$ cat config.mk
export PLATFORM = sky130hd
export DESIGN_NAME = commit_slot_arb
export DESIGN_NICKNAME = d
export VERILOG_FILES = /design/src/rtl/cts_pkg.sv /design/src/rtl/cts_age_pick.sv /design/src/rtl/cts_rot_list.sv /design/src/rtl/cts_slot_fsm.sv /design/src/rtl/commit_slot_arb.sv
export SDC_FILE = /design/constraint.sdc
export NUM_CORES = 1
export LEC_CHECK = 0
export ABC_AREA = 1
export BUFFER_PORTS_ARGS = -buffer_cell sky130_fd_sc_hd__clkbuf_2
export CORE_ASPECT_RATIO = 1.1
export CORE_MARGIN = 8
export CORE_UTILIZATION = 50
export DETAILED_ROUTE_END_ITERATION = 10
export PLACE_DENSITY_LB_ADDON = 0.08
export SYNTH_ARGS = -nofsm -noshare
export SYNTH_HDL_FRONTEND = slang
export SYNTH_SLANG_ARGS = --single-unit
$ cat constraint.sdc
create_clock -name clk -period 4.9 [get_ports clk]
set_input_delay 0.49 -clock clk [delete_from_list [all_inputs] [get_ports clk]]
set_output_delay 0.49 -clock clk [all_outputs]
set_load 0.005 [all_outputs]
$ cat src/rtl/cts_pkg.sv
package cts_pkg;

    typedef enum logic [2:0] {
        ST_RUN        = 3'd0,
        ST_IDLE       = 3'd1,
        ST_SQUASH     = 3'd2,
        ST_TRAP_WAIT  = 3'd3,
        ST_FTRAP_WAIT = 3'd4
    } thr_stat_e;

    typedef enum logic [1:0] {
        POL_GREEDY = 2'd0,
        POL_ROTATE = 2'd1,
        POL_OLDEST = 2'd2
    } pol_e;

    typedef enum logic [1:0] {
        SL_IDLE,
        SL_SELECT,
        SL_WAIT_ACK,
        SL_DONE
    } slot_state_e;

    // status codes that may take part in rotating selection
    function automatic logic may_commit_rot(input logic [2:0] s);
        return (s == ST_RUN) || (s == ST_IDLE);
    endfunction

    // status codes that may take part in age-based selection
    function automatic logic may_commit_age(input logic [2:0] s);
        return (s == ST_RUN) || (s == ST_IDLE) || (s == ST_FTRAP_WAIT);
    endfunction

endpackage

$ cat src/rtl/cts_age_pick.sv
module cts_age_pick #(
    parameter int NT   = 4,
    parameter int SEQW = 8,
    parameter int TIDW = 2
) (
    input  logic [NT*3-1:0]    status,
    input  logic [NT-1:0]      empty,
    input  logic [NT-1:0]      ready,
    input  logic [NT*SEQW-1:0] seq,
    output logic               found,
    output logic [TIDW-1:0]    tid
);
    logic [SEQW-1:0] best;

    // strict less-than keeps the lowest id on equal ages
    always_comb begin
        found = 1'b0;
        tid   = '0;
        best  = '0;
        for (int t = 0; t < NT; t++) begin
            if (!empty[t] && ready[t] &&
                cts_pkg::may_commit_age(status[t*3 +: 3])) begin
                if (!found || (seq[t*SEQW +: SEQW] < best)) begin
                    found = 1'b1;
                    tid   = TIDW'(t);
                    best  = seq[t*SEQW +: SEQW];
                end
            end
        end
    end
endmodule

$ cat src/rtl/cts_rot_list.sv
module cts_rot_list #(
    parameter int NT   = 4,
    parameter int TIDW = 2
) (
    input  logic            clk,
    input  logic            rst_n,
    input  logic [NT*3-1:0] status,
    input  logic [NT-1:0]   ready,
    input  logic            rotate,
    output logic            found,
    output logic [TIDW-1:0] tid
);
    localparam int POSW = (NT > 1) ? $clog2(NT) : 1;

    logic [TIDW-1:0] prio_q [NT];
    logic [POSW-1:0] pos;

    // first qualifying thread in list order
    always_comb begin
        found = 1'b0;
        tid   = '0;
        pos   = '0;
        for (int i = 0; i < NT; i++) begin
            if (!found && ready[prio_q[i]] &&
                cts_pkg::may_commit_rot(status[prio_q[i]*3 +: 3])) begin
                found = 1'b1;
                tid   = prio_q[i];
                pos   = POSW'(i);
            end
        end
    end

    // winner leaves its place, later entries close up, winner goes last
    always_ff @(posedge clk or negedge rst_n) begin
        if (!rst_n) begin
            for (int i = 0; i < NT; i++) prio_q[i] <= TIDW'(i);
        end else if (rotate && found) begin
            for (int i = 0; i < NT; i++) begin
                if (i == NT - 1)
                    prio_q[i] <= tid;
                else if (POSW'(i) >= pos)
                    prio_q[i] <= prio_q[i+1];
            end
        end
    end

    logic [NT-1:0] seen_mask;
    always_comb begin
        seen_mask = '0;
        for (int i = 0; i < NT; i++) seen_mask[prio_q[i]] = 1'b1;
    end

    AST_ORDER_PERM: assert property (@(posedge clk) disable iff (!rst_n)
        $countones(seen_mask) == NT);
endmodule

$ cat src/rtl/cts_slot_fsm.sv
module cts_slot_fsm #(
    parameter int WIDTH = 4,
    parameter int TIDW  = 2,
    parameter int CNTW  = 3
) (
    input  logic            clk,
    input  logic            rst_n,
    input  logic            start,
    input  logic            pick_found,
    input  logic            pick_ready,
    input  logic [TIDW-1:0] pick_tid,
    input  logic            ack,
    output logic            launch,
    output logic            grant_valid,
    output logic [TIDW-1:0] grant_tid,
    output logic [CNTW-1:0] count,
    output logic            done
);
    import cts_pkg::*;

    slot_state_e state_q, state_d;
    logic [TIDW-1:0] tid_q;
    logic [CNTW-1:0] cnt_q;
    logic            room;

    assign room   = cnt_q < CNTW'(WIDTH);
    assign launch = (state_q == SL_SELECT) && room && pick_found && pick_ready;

    always_comb begin
        state_d = state_q;
        unique case (state_q)
            SL_IDLE:     if (start) state_d = SL_SELECT;
            SL_SELECT:   state_d = launch ? SL_WAIT_ACK : SL_DONE;
            SL_WAIT_ACK: if (ack) state_d = SL_SELECT;
            SL_DONE:     state_d = SL_IDLE;
            default:     state_d = SL_IDLE;
        endcase
    end

    always_ff @(posedge clk or negedge rst_n) begin
        if (!rst_n) state_q <= SL_IDLE;
        else        state_q <= state_d;
    end

    always_ff @(posedge clk or negedge rst_n) begin
        if (!rst_n) begin
            tid_q <= '0;
            cnt_q <= '0;
        end else begin
            if (state_q == SL_IDLE && start) cnt_q <= '0;
            if (launch) tid_q <= pick_tid;
            if (state_q == SL_WAIT_ACK && ack && room) cnt_q <= cnt_q + 1'b1;
        end
    end

    always_comb begin
        grant_valid = 1'b0;
        done        = 1'b0;
        unique case (state_q)
            SL_WAIT_ACK: grant_valid = 1'b1;
            SL_DONE:     done        = 1'b1;
            default:     ;
        endcase
        grant_tid = tid_q;
        count     = cnt_q;
    end

    AST_CNT_CAP: assert property (@(posedge clk) disable iff (!rst_n)
        cnt_q <= CNTW'(WIDTH));
    AST_ACK_STEP: assert property (@(posedge clk) disable iff (!rst_n)
        (grant_valid && ack) |=> (count == $past(count) + 1'b1));
    AST_DONE_PULSE: assert property (@(posedge clk) disable iff (!rst_n)
        done |=> !done);
endmodule

$ cat src/rtl/commit_slot_arb.sv
module commit_slot_arb #(
    parameter int NT    = 4,
    parameter int WIDTH = 4,
    parameter int SEQW  = 8,
    parameter int TIDW  = (NT > 1) ? $clog2(NT) : 1,
    parameter int CNTW  = $clog2(WIDTH + 1)
) (
    input  logic               clk,
    input  logic               rst_n,
    input  logic [1:0]         policy_sel,
    input  logic               round_start,
    input  logic [NT*3-1:0]    thr_status,
    input  logic [NT-1:0]      rob_empty,
    input  logic [NT-1:0]      head_ready,
    input  logic [NT*SEQW-1:0] head_seq,
    input  logic               retire_ack,
    output logic               grant_valid,
    output logic [TIDW-1:0]    grant_tid,
    output logic [CNTW-1:0]    retire_count,
    output logic               round_done
);
    import cts_pkg::*;

    logic            pick_found;
    logic [TIDW-1:0] pick_tid;
    logic            pick_ready;
    logic            launch;

    generate
        if (NT == 1) begin : g_single
            assign pick_found = may_commit_age(thr_status[2:0]);
            assign pick_tid   = '0;
            logic unused_single;
            assign unused_single = ^{policy_sel, rob_empty, head_seq, launch};
        end else begin : g_multi
            logic            age_found, rot_found;
            logic [TIDW-1:0] age_tid, rot_tid;
            logic            use_rot;
            assign use_rot = (policy_sel == POL_ROTATE);

            cts_age_pick #(.NT(NT), .SEQW(SEQW), .TIDW(TIDW)) u_age (
                .status(thr_status), .empty(rob_empty), .ready(head_ready),
                .seq(head_seq), .found(age_found), .tid(age_tid));

            cts_rot_list #(.NT(NT), .TIDW(TIDW)) u_rot (
                .clk(clk), .rst_n(rst_n), .status(thr_status),
                .ready(head_ready), .rotate(launch && use_rot),
                .found(rot_found), .tid(rot_tid));

            assign pick_found = use_rot ? rot_found : age_found;
            assign pick_tid   = use_rot ? rot_tid   : age_tid;
        end
    endgenerate

    assign pick_ready = head_ready[pick_tid];

    cts_slot_fsm #(.WIDTH(WIDTH), .TIDW(TIDW), .CNTW(CNTW)) u_fsm (
        .clk(clk), .rst_n(rst_n), .start(round_start),
        .pick_found(pick_found), .pick_ready(pick_ready), .pick_tid(pick_tid),
        .ack(retire_ack), .launch(launch), .grant_valid(grant_valid),
        .grant_tid(grant_tid), .count(retire_count), .done(round_done));

    logic [NT-1:0]   ready_d;
    logic [NT*3-1:0] status_d;
    always_ff @(posedge clk or negedge rst_n) begin
        if (!rst_n) begin
            ready_d  <= '0;
            status_d <= '0;
        end else begin
            ready_d  <= head_ready;
            status_d <= thr_status;
        end
    end

    AST_GRANT_READY: assert property (@(posedge clk) disable iff (!rst_n)
        $rose(grant_valid) |-> ready_d[grant_tid]);
    AST_GRANT_STATUS: assert property (@(posedge clk) disable iff (!rst_n)
        $rose(grant_valid) |-> may_commit_age(status_d[grant_tid*3 +: 3]));
endmodule

==> flow_summary.ini <==
[run_status]
status = complete, no violations

[clocking]
cts_tree = built
cts_buffers = 3
cts_buffer_depth = 2
root_buffer = clkbuf_4
clkLatencyLatePin_ns = 0.30
cts_resized = 0
h-tree-depth = 1
cts_setup_buffers = 0
cts.sinks = 15
cts_hold_buf = 0
path_clk_slew_ns = 0.10

[synthesis]
synthAdderAreaFrac = 0.155
synth_compound_area_frac = 0.189
synth_seq_cells = 15
ys_async_sr_fraction = 1.00
yosys.area_share.simple = 0.348
ys_seq_area_frac = 0.214
synth_commonest_cells = nand2_1 (84), inv_1 (29), ha_1 (22)
postSynthAreaPerCell_sq_um = 6.46
synth-xor-area-share = 0
synth_most_common_cell = nand2_1
yosysWarnings = 0
synth_top_family_by_area = simple AND/OR/NAND/NOR gates
netlist_top_cells_area = nand2_1 (18%), dfrtp_1 (15%), ha_1 (15%)
synth_edf_count = 0
synth_nets = 355
yosys.area.top_type_share = 0.177
synth_top_cell_by_area = nand2_1
muxShareOfSynthArea = 0
ys_types = 28
postSynthCellCount = 275
synth_ff_type = dfrtp_1
syn-cell-area_sq_mm = 0.00178

[timing]
post-route-period-util = 0.879
hold_viol = 0
slew_headroom = 0.478
rsz0062_at_grt = false
finalCriticalPeriod_ns = 4.30
fin_hold_ws_ns = 0.0867
fin_tns_setup_ns = 0
setup_viol = 0
slew_violations = 0
setup_slack_ns = 0.595
fmax_mhz = 232
worstMarginPinSlew_ns = 0.763
finalClockSkew_ns = 0.00721

[cells_and_area]
nets = 422
nFillCells = 336
finalNonFillerCells = 389
num_antenna_cells = 0
utilization = 0.649
design_area_sq_mm = 0.00218
drive_gt1_frac = 0.299
area_growth_syn_to_layout_pct = 22.6

[drt]
drt-vias-per-instance = 4.96
drcViolationCount = 0
wl_um = 4610
postRouteAntennaNets = 0
first_iter_violations = 98
num_vias = 1930
wl_per_cell_um = 11.9
firstDrtPassIters = 4

[run]
drv_cap = 0

[place]
gp_congestion = 0.895
preCtsSetupSlack_ns = 0.301
hpwl_um = 4080
dp_cells = 385
portBuffers = 64
dpl_cell_area_sq_mm = 0.00215

[critical_path]
critPathRequiredTime_ns = 5.15
crit_family = simple AND/OR/NAND/NOR gates
critPathArrivalTime_ns = 4.55
r2r_setup_slack_ns = 2.29
cp-start-kind = input port
path_max_fanout = 16
critPathBufInv = 5
crit_type = input port to flip-flop
cp_common_cell = nand2_1
end_kind = flip-flop
crit_path_max_incr_delay_ns = 0.30
slowest_stage = ha_1

[power_and_ir_drop]
ir_worst_vdd_v = 0.000277
p_total_mw = 0.686
leakagePower_nw = 1.21
powerDensity_mw_per_mm2 = 315

[grt]
busiest_layer = met2
grt_pass1_wl_um = 8060
grt_overflow = 0
gr-usage-met1 = 0.195
grt_max_degree = 17
grtUsageTotal = 0.170
grt_use_met3 = 0.0330
grt_use_met2 = 0.300
antenna_found_initial = 0
grt_pass1_vias = 1908

[floorplanning]
initial_core_util = 0.529
die_h_um = 78.5
die_width_um = 72.8
num_rows = 22
io_pins = 65
dieArea_sq_mm = 0.00572
coreArea_sq_mm = 0.00336

[worst_hold_path]
hold_class = input port to asynchronous set/reset pin
## power breakdown
group | internal [mW] | switching, mW | total [mW]
clock | 0.0305 | 0.0442 | 0.0747
combinational | 0.147 | 0.218 | 0.364
sequential | 0.192 | 0.0548 | 0.247
total | 0.369 | 0.317 | 0.686
## per-layer routing
layer / part of all wire / wire length, um
met1: 0.43 / 2000
met2: 0.49 / 2250
met3: 0.060 / 277
met4: 0.019 / 87
met5: 0 / 0
## sequential cells by signal, indices dropped and copies added, names as in the netlist
signal and flops:
g_multi.u_rot.prio_q 8, u_fsm.count 3, u_fsm.grant_tid 2, u_fsm.state_q 2
## cells in the final DEF, fill, tap and decap left out
master,synthesis,layout
dfstp_2,4,4
nor3_2,4,4
o21ai_0,21,21
or2_1,1,1
nor2_1,20,20
a2111oi_4,1,1
a211oi_1,5,5
ha_1,22,22
clkbuf_2,0,64
a22o_1,1,1
inv_2,12,12
nor2_2,2,2
a22oi_1,1,1
a21oi_1,16,16
nand2_4,3,3
nand2_1,84,84
nand3_1,10,10
clkinv_2,0,1
dfrtp_1,11,11
a2111oi_0,1,1
and2_1,2,2
buf_4,0,1
inv_1,29,29
nor3_1,3,3
nand2_2,5,5
nand3_2,2,2
nand4_1,1,1
o21ai_1,9,9
o211ai_1,2,2
clkbuf_4,0,3
## final cells by class
type | instances | area, sq um | share of cell area
repair buffers | 65 | 328 | 0.150
well taps | 48 | 60.1 | 0.0276
clock buffers | 3 | 22.5 | 0.0103
flip-flops and latches | 15 | 380 | 0.175
clock inverters | 1 | 5.00 | 0.00230
inverters | 41 | 154 | 0.0706
multi-input cells | 216 | 1230 | 0.564
## logic make-up after synthesis
family          count (synthesis)
compound gates                 57
simple gates                  137
buf+inv                        44
flops                          15
fa+ha+maj                      22
## path summary, 6_finish.rpt
check                           depth (start not counted)                       to                     from
worst max register to register                         18  g_multi.u_rot.prio_q[7]  g_multi.u_rot.prio_q[4]
min in group clk                                        2         u_fsm.state_q[1]               retire_ack
worst min register to register                          1           u_fsm.count[0]           u_fsm.count[0]
worst max-delay path                                   38       u_fsm.grant_tid[0]            thr_status[2]
worst min-delay path                                    1       u_fsm.grant_tid[1]                    rst_n
max in group asynchronous                               1  g_multi.u_rot.prio_q[3]                    rst_n
No activity file was read; power rests on OpenSTA's default activity.
